==> src/rtl/idle_pwr_pkg.sv <==
package idle_pwr_pkg;
  typedef enum logic [2:0] {
    CS_RUN    = 3'd0,
    CS_GATED  = 3'd1,
    CS_PREOFF = 3'd2,
    CS_OFF    = 3'd3,
    CS_PWRUP  = 3'd4
  } core_st_e;

  typedef enum logic [1:0] {
    PS_RUN  = 2'd0,
    PS_AUTO = 2'd1,
    PS_DEEP = 2'd2,
    PS_OFF  = 2'd3
  } pkg_st_e;

  localparam logic [1:0] STAT_RUN   = 2'd0;
  localparam logic [1:0] STAT_GATED = 2'd1;
  localparam logic [1:0] STAT_OFF   = 2'd2;

  localparam logic [1:0] MEM_ON     = 2'd0;
  localparam logic [1:0] MEM_CGATE  = 2'd1;
  localparam logic [1:0] MEM_SREF   = 2'd2;
  localparam logic [1:0] MEM_STOP   = 2'd3;
endpackage

==> src/rtl/core_pwr_fsm.sv <==
module core_pwr_fsm
  import idle_pwr_pkg::*;
#(
  parameter int PWRUP_CYCLES = 16
) (
  input  logic       clk,
  input  logic       rst_n,
  input  logic       halted,
  input  logic       off_req,
  input  logic       wake_req,
  input  logic       pkg_run,
  input  logic       pkg_shut,
  output logic       clk_gate,
  output logic       iso,
  output logic [1:0] status,
  output logic       idle
);
  localparam int CW = $clog2(PWRUP_CYCLES + 1);

  core_st_e        st_q, st_d;
  logic [CW-1:0]   cnt_q, cnt_d;
  logic            cnt_en;

  always_comb begin
    st_d = st_q;
    unique case (st_q)
      CS_RUN:    if (halted) st_d = CS_GATED;
      CS_GATED:  begin
        if (pkg_shut || off_req)      st_d = CS_PREOFF;
        else if (wake_req && pkg_run) st_d = CS_RUN;
      end
      CS_PREOFF: st_d = CS_OFF;
      CS_OFF:    if (wake_req && pkg_run) st_d = CS_PWRUP;
      CS_PWRUP:  if (cnt_q == '0) st_d = CS_RUN;
      default:   st_d = CS_RUN;
    endcase
  end

  always_comb begin
    cnt_en = 1'b0;
    cnt_d  = cnt_q;
    if (st_q != CS_PWRUP && st_d == CS_PWRUP) begin
      cnt_en = 1'b1;
      cnt_d  = CW'(PWRUP_CYCLES - 1);
    end else if (st_q == CS_PWRUP && cnt_q != '0) begin
      cnt_en = 1'b1;
      cnt_d  = cnt_q - 1'b1;
    end
  end

  always_ff @(posedge clk or negedge rst_n) begin
    if (!rst_n) st_q <= CS_RUN;
    else        st_q <= st_d;
  end

  always_ff @(posedge clk or negedge rst_n) begin
    if (!rst_n)      cnt_q <= '0;
    else if (cnt_en) cnt_q <= cnt_d;
  end

  always_comb begin
    clk_gate = (st_q != CS_RUN);
    iso      = (st_q == CS_OFF);
    idle     = (st_q == CS_GATED) || (st_q == CS_PREOFF) || (st_q == CS_OFF);
    unique case (st_q)
      CS_RUN:   status = STAT_RUN;
      CS_GATED: status = STAT_GATED;
      default:  status = STAT_OFF;
    endcase
  end
endmodule

==> src/rtl/pkg_pwr_fsm.sv <==
module pkg_pwr_fsm
  import idle_pwr_pkg::*;
(
  input  logic       clk,
  input  logic       rst_n,
  input  logic       all_idle,
  input  logic       any_wake,
  input  logic       host_busy,
  input  logic       deep_req,
  input  logic       off_req,
  output logic       pkg_run,
  output logic       pkg_shut,
  output logic       uncore_gate,
  output logic [1:0] mem_code
);
  pkg_st_e st_q, st_d;

  always_comb begin
    st_d = st_q;
    unique case (st_q)
      PS_RUN:  if (all_idle && !any_wake && !host_busy) st_d = PS_AUTO;
      PS_AUTO: begin
        if (any_wake)     st_d = PS_RUN;
        else if (off_req) st_d = PS_OFF;
        else if (deep_req) st_d = PS_DEEP;
      end
      PS_DEEP: begin
        if (any_wake)     st_d = PS_RUN;
        else if (off_req) st_d = PS_OFF;
      end
      PS_OFF:  if (any_wake) st_d = PS_RUN;
      default: st_d = PS_RUN;
    endcase
  end

  always_ff @(posedge clk or negedge rst_n) begin
    if (!rst_n) st_q <= PS_RUN;
    else        st_q <= st_d;
  end

  always_comb begin
    pkg_run     = (st_q == PS_RUN);
    pkg_shut    = (st_q == PS_OFF);
    uncore_gate = (st_q != PS_RUN);
    unique case (st_q)
      PS_RUN:  mem_code = MEM_ON;
      PS_AUTO: mem_code = MEM_CGATE;
      PS_DEEP: mem_code = MEM_SREF;
      default: mem_code = MEM_STOP;
    endcase
  end
endmodule

==> src/rtl/idle_pwr_ctrl.sv <==
module idle_pwr_ctrl
  import idle_pwr_pkg::*;
#(
  parameter int NUM_CORES    = 4,
  parameter int PWRUP_CYCLES = 16
) (
  input  logic                   clk,
  input  logic                   rst_n,
  input  logic [NUM_CORES-1:0]   core_halted,
  input  logic [NUM_CORES-1:0]   core_off_req,
  input  logic [NUM_CORES-1:0]   core_wake_req,
  input  logic                   host_uncore_busy,
  input  logic                   host_deep_req,
  input  logic                   pkg_off_req,
  output logic [NUM_CORES-1:0]   core_clk_gate,
  output logic [NUM_CORES-1:0]   core_iso,
  output logic                   uncore_clk_gate,
  output logic [1:0]             mem_state,
  output logic [2*NUM_CORES-1:0] core_status
);
  logic [NUM_CORES-1:0] core_idle;
  logic                 pkg_run;
  logic                 pkg_shut;

  for (genvar i = 0; i < NUM_CORES; i++) begin : g_core
    core_pwr_fsm #(.PWRUP_CYCLES(PWRUP_CYCLES)) u_core (
      .clk      (clk),
      .rst_n    (rst_n),
      .halted   (core_halted[i]),
      .off_req  (core_off_req[i]),
      .wake_req (core_wake_req[i]),
      .pkg_run  (pkg_run),
      .pkg_shut (pkg_shut),
      .clk_gate (core_clk_gate[i]),
      .iso      (core_iso[i]),
      .status   (core_status[2*i +: 2]),
      .idle     (core_idle[i])
    );
  end

  pkg_pwr_fsm u_pkg (
    .clk         (clk),
    .rst_n       (rst_n),
    .all_idle    (&core_idle),
    .any_wake    (|core_wake_req),
    .host_busy   (host_uncore_busy),
    .deep_req    (host_deep_req),
    .off_req     (pkg_off_req),
    .pkg_run     (pkg_run),
    .pkg_shut    (pkg_shut),
    .uncore_gate (uncore_clk_gate),
    .mem_code    (mem_state)
  );
endmodule

==> config.mk <==
export PLATFORM = sky130hd
export DESIGN_NAME = idle_pwr_ctrl
export DESIGN_NICKNAME = d
export VERILOG_FILES = /design/src/rtl/idle_pwr_pkg.sv /design/src/rtl/core_pwr_fsm.sv /design/src/rtl/pkg_pwr_fsm.sv /design/src/rtl/idle_pwr_ctrl.sv
export SDC_FILE = /design/constraint.sdc
export NUM_CORES = 1
export LEC_CHECK = 0
export BUFFER_PORTS_ARGS = -buffer_cell sky130_fd_sc_hd__buf_2
export CAP_MARGIN = 40
export CORE_ASPECT_RATIO = 1.5
export CORE_MARGIN = 3
export CORE_UTILIZATION = 50
export CTS_CLUSTER_DIAMETER = 150
export DETAILED_ROUTE_END_ITERATION = 7
export PLACE_DENSITY = 0.81
export REMOVE_ABC_BUFFERS = 1
export SYNTH_ARGS = -nofsm -noshare
export SYNTH_HDL_FRONTEND = slang
export SYNTH_SLANG_ARGS = --single-unit
==> constraint.sdc <==
create_clock -name clk -period 1.5 [get_ports clk]
set_clock_uncertainty 0.05 [all_clocks]
set_input_delay 0.075 -clock clk [delete_from_list [all_inputs] [get_ports clk]]
set_output_delay 0.075 -clock clk [all_outputs]
set_load 0.05 [all_outputs]
# Word-level counts from Yosys, hierarchy flattened
# Cells that the tools add are included.
# Widths: inputs -> output; s select.
[word_totals]
wordCells = 154
ff_bits = 34
input_bits = 17
output_inout_bits = 19
[op_classes]
add_sub_neg = 4
eq_ne = 31
n_mux = 53
n_reduce_logical = 57
[ops]
columns = ["cell", "n"]
rows = [
  ["$mux 3", 20],
  ["$pmux 3 s5", 4],
  ["$mux 5", 8],
  ["$eq 3x2->1 const B", 8],
  ["$eq 3x3->1 const B", 8],
  ["$logic_not 5->1", 4],
  ["$reduce_bool 5->1", 4],
  ["$sub 5x1->5 const B", 4],
  ["$pmux 2 s2", 4],
  ["$logic_and 1x1->1", 14],
  ["$mux 2", 7],
  ["$eq 3x1->1 const B", 4],
  ["$logic_not 3->1", 4],
  ["$logic_or 1x1->1", 12],
  ["$ne 3x3->1 const B", 4],
  ["$reduce_bool 3->1", 4],
  ["$reduce_bool 2->1", 5],
  ["$mux 1", 8],
  ["$pmux 2 s4", 1],
  ["$reduce_and 2->1", 4],
  ["$reduce_and 4->1", 2],
  ["$pmux 2 s3", 1],
  ["$eq 2x2->1 const B", 2],
  ["$ne 2x1->1 const B", 2],
  ["other kinds (6)", 7],
]

# Logic depth before layout (Yosys ltp)
[depth]
depth_word = 9
mapped_depth = 6
mapped_depth_nobuf = 6

# Hierarchy
# From an unflattened synthesis, not the netlist that was laid out.
[hier_totals]
hier_cells = 228
hier_area_um2 = 2001.9
[by_module_without_submodules]
columns = ["module", "cells_per_inst", "seq_area_each_um2", "n_inst", "area_each_um2"]
rows = [
  ["core_pwr_fsm", 53, 200.2, 4, 465.4],
  ["pkg_pwr_fsm", 14, 50.0, 1, 123.9],
  ["idle_pwr_ctrl", 2, 0.0, 1, 16.3],
]

# Worst setup path after synthesis
# No wires, ideal clock.
[synth_path]
path_kind = "reg2out"
from = "register g_core[3].u_core.st_q[2]"
to = "output port core_status[6]"
required_time_ns = 1.375
path_stages_with_launch = 3
slack_ns = -0.303
path_buffers = 1
arrival_ns = 1.678
cell_sequence = "dfrtp_1 > clkbuf_1 > nor3b_1"
[synth_between]
elab_chain_len = 2
elab_cells_between_ends = 3
classes_between = "eq/ne (1); mux (1); reduce/logical (1)"
[synth_lines]
columns = ["item", "line_no", "rtl"]
rows = [
  ["start: declaration", "core_pwr_fsm.sv:20", "core_st_e st_q, st_d;"],
  ["start signal: assignment", "core_pwr_fsm.sv:53", "else st_q <= st_d;"],
  ["$eq 3x1->1 / $logic_not 3->1 (equally long branches)", "core_pwr_fsm.sv:65", "unique case (st_q)"],
  ["$pmux 2 s2 (*)", "core_pwr_fsm.sv:65", ""],
  ["end: declaration", "idle_pwr_ctrl.sv:19", "output logic [2*NUM_CORES-1:0] core_status"],
]
# Mark *: on every way between the ends. The rest lies on a longest branch, timed or not.

# Worst setup path in the final report
[layout_path]
from = "register g_core[3].u_core.cnt_q[0]"
to = "register g_core[3].u_core.cnt_q[0]"
[layout_between]
elab_chain_len = 7
elab_cells_between_ends = 14
classes_between = "add/sub (1); eq/ne (1); mux (6); reduce/logical (6)"
[layout_lines]
columns = ["item", "line_no", "rtl"]
rows = [
  ["start: declaration", "core_pwr_fsm.sv:21", "logic [CW-1:0] cnt_q, cnt_d;"],
  ["start signal: assignment", "core_pwr_fsm.sv:58", "else if (cnt_en) cnt_q <= cnt_d;"],
  ["$logic_not 5->1", "core_pwr_fsm.sv:34", "CS_PWRUP: if (cnt_q == '0) st_d = CS_RUN;"],
  ["$mux 3", "core_pwr_fsm.sv:34", ""],
  ["$pmux 3 s5", "core_pwr_fsm.sv:26", "unique case (st_q)"],
  ["$eq 3x3->1", "core_pwr_fsm.sv:42", "if (st_q != CS_PWRUP && st_d == CS_PWRUP) begin"],
  ["$logic_and 1x1->1", "core_pwr_fsm.sv:42", ""],
  ["$reduce_bool 2->1 (no source line) / $mux 1 (equally long branches)", "--", ""],
  ["$reduce_and 2->1 (no source line)", "--", ""],
]
# Parallel ways exist; a longest one is shown, timed or not. The select of a mux whose other input is x is not followed.
# A chain may end at the register's enable or synchronous reset.

==> flow_metrics.py <==
metrics = {
    "status": {
        "status": "finished with violations",
        "violations": "negative setup slack",
    },
    "route": {
        "dr.first_iter.drc_count": 173,
        "drt.antenna.violating_nets": 0,
        "dr.pass1.iters": 4,
        "post_drt_wl_per_cell_um": 20.19,
        "vias": 2217,
        "drc_errors": 0,
        "routed_wl_um": 7450,
        "viasPerCell": 6.008,
    },
    "cells_and_area": {
        "drive_above_1_share": 0.5276,
        "finalInstanceArea_um2": 3194,
        "final_util": 0.8519,
        "multi_input_area_um2": 1230,
        "register_area_um2": 853.3,
        "nNetsFinal": 350,
        "area_growth_pct": 59.76,
        "n_antenna_cell": 0,
        "fillers": 187,
    },
    "die": {
        "start_util": 0.5332,
        "coreArea_um2": 3750,
        "die_area_um2": 4809,
        "dieHeight_um": 83.45,
        "core.rowCount": 27,
        "top_level_ports": 36,
        "die_width_um": 57.63,
    },
    "clock_network": {
        "numCtsBuffers": 5,
        "cts.clk_slew.worst_paths_ns": 0.07,
        "clk-insertion-delay-late_ns": 0.30,
        "htreeDepth": 2,
        "root_buffer": "clkbuf_8",
        "cts_tree": "done",
        "cts_buffer_depth": 2,
        "clkSinkCount": 34,
    },
    "logic_synthesis": {
        "synth.yosys.seq_area_share": 0.4255,
        "synthArstFlopShare": 1.000,
        "avgSynthCellArea_um2": 8.966,
        "ys.flop_type": "dfrtp_1",
        "post_synth_instance_area_um2": 1999,
        "synth_cell_type_count": 36,
        "synth-seq-cells": 34,
        "synth-edff-count": 0,
        "syn_inst": 223,
        "yosysWarnings": 0,
    },
    "power": {
        "powerDensity_nw_per_um2": 2147,
        "power.total_mw": 6.859,
        "p_leak_nw": 1.554,
        "ir_drop_uv": 1675,
    },
    "worst_hold_path": {
        "min-delay-start": "core_halted[1]",
        "holdPathStages": 3,
        "hold_path_class": "primary input to flop",
    },
    "placed_design": {
        "gp_congestion": 0.8784,
        "io_buffers": 35,
        "placed_cell_area_um2": 2505,
        "hpwl_um": 3893,
    },
    "timing": {
        "maxSlewViolCount": 0,
        "slew_headroom": 0.7006,
        "setup_violations": 25,
        "rsz0062_at_grt": "true",
        "timing.fmax_ghz": 0.5761,
        "timing.final.crit_period_ns": 1.736,
        "period_share": 1.157,
        "finalSetupTns_ns": -2.614,
        "timing_hold_violations_final": 0,
        "tightestPinTransition_ns": 0.4491,
        "finalWorstSetupSlack_ns": -0.2359,
    },
    "global_routing": {
        "grt_usage": 0.2671,
        "grt_max_degree": 35,
        "grt_pass1_vias": 2138,
        "antenna_found_initial": 0,
        "grt_first_pass_wirelength_um": 9853,
        "grt.overflow.total": 0,
    },
    "critical_path": {
        "end_kind": "flop",
        "critPathMaxFanout": 4,
        "crit_arrival_ns": 1.85,
        "r2r_start": "g_core[3].u_core.cnt_q[0]$_DFFE_PN0P_",
        "worstSetupStartpoint": "g_core[3].u_core.cnt_q[0]$_DFFE_PN0P_",
        "worstRegToRegCells": 7,
        "worstSetupPathType": "flop to flop",
        "crit_required_ns": 1.61,
        "start_kind": "flop",
    },
    "job": {
        "cap_violations": 0,
    },
}
## kinds of logic (layout without fill, tap and decap cells)
logic type,after synthesis,count (layout),share of synthesized area
compound gates,35,35,0.1101
xor+xnor,9,9,0.03942
fa+ha+maj,8,8,0.05006
buf+inv,37,140,0.08699
flops,34,34,0.4255
mux,5,5,0.02503
simple gates,95,95,0.2628
## where the power goes
part / leakage, nW / internal [mW] / switching [mW]
clock: 0.0482 / 0.371 / 0.362
sequential: 0.386 / 1.24 / 0.295
combinational: 1.12 / 2.06 / 2.53
total: 1.55 / 3.67 / 3.19
## through the flow
| stage | std cells | worst slack, ns | hold WS (ns) |
|---|---|---|---|
| after floorplan | 206 | -0.8283 | -0.2706 |
| after global placement | 334 | -0.1627 | 0.08196 |
| after detailed placement | 334 | -0.2366 | 0.08143 |
| after CTS | 355 | -0.1286 | 0.04016 |
| after global routing | 369 | -0.2616 | 0.08521 |
| final | 369 | -0.2359 | 0.06337 |
## per-layer routing
metal / up-vias / wire [µm] / track usage
li1: 980 / - / -
met1: 1079 / 2648 / 0.2742
met2: 116 / 3996 / 0.4722
met3: 42 / 416 / 0.06502
met4: 0 / 388 / 0.1540
met5: - / 0 / 0
## cell usage in the layout, fill, tap and decap left out, types with 5 or more instances in the layout
| cell type | synthesis | layout |
|---|---|---|
| buf_4 | 8 | 67 |
| clkbuf_8 | 0 | 6 |
| mux2i_1 | 5 | 5 |
| buf_2 | 4 | 24 |
| inv_2 | 1 | 9 |
| dfrtp_1 | 34 | 32 |
| o21ai_0 | 14 | 13 |
| a221oi_1 | 5 | 5 |
| a21oi_1 | 5 | 5 |
| buf_6 | 0 | 14 |
| nor3_1 | 7 | 6 |
| or4_4 | 0 | 5 |
| inv_1 | 19 | 11 |
| nor2_1 | 17 | 14 |
| nand2_1 | 24 | 21 |
| xor2_1 | 5 | 5 |
| ha_4 | 0 | 6 |
| nand4_1 | 11 | 11 |
## worst max-delay path: stages, from the launching register on
cell and delay, ns:
dfrtp_1 0.41, inv_2 0.10, ha_4 0.13, or4b_4 0.48, nand3_4 0.11, buf_12 0.11
xnor2_2 0.10, nand2_1 0.10
## registers in the layout, indices dropped and copies added, names as in the netlist
name and flops:
g_core.u_core.cnt_q 20, u_pkg.st_q 2, g_core.u_core.st_q 12
## synth_stat cells (all sizes together), types with 6 or more instances
master	number	area [µm²]
o21ai	14	70.07
nor2	18	75.07
buf	12	80.08
nand4	11	68.82
nand2	24	90.09
or3	6	37.54
dfrtp	34	850.8
nor3	7	35.03
ha	8	100.1
nand3	6	30.03
or4	7	52.55
inv	20	75.07
## path summary, 6_finish.rpt
path                       slack (ns)                               endpoint
min in group asynchronous        0.28  g_core[3].u_core.cnt_q[2]$_DFFE_PN0P_
setup reg to reg                -0.24  g_core[3].u_core.cnt_q[0]$_DFFE_PN0P_
setup / recovery                -0.24  g_core[3].u_core.cnt_q[0]$_DFFE_PN0P_
hold / removal                   0.06     g_core[1].u_core.st_q[0]$_DFF_PN0_
max in group asynchronous        0.77              u_pkg.st_q[1]$_DFFE_PN0P_
hold reg to reg                  0.53  g_core[3].u_core.cnt_q[3]$_DFFE_PN0P_
## area by class of cell
| type | count | share of cell area |
|---|---|---|
| multi-input cells | 152 | 0.3850 |
| repair buffers | 112 | 0.2789 |
| flip-flops and latches | 34 | 0.2671 |
| clock buffers | 7 | 0.02703 |
| inverters | 20 | 0.02350 |
| well taps | 43 | 0.01684 |
| clock inverters | 1 | 0.001567 |
## timing repair
action,4_1_cts,5_1_grt
gates cloned,0,0
hold endpoints to repair,34,0
hold buffers,1,0
endpoints found under the setup margin,32,37
setup buffers,12,15
pin swaps,19,16
gates resized for setup,60,38
Power figures use the tool's default switching activity.
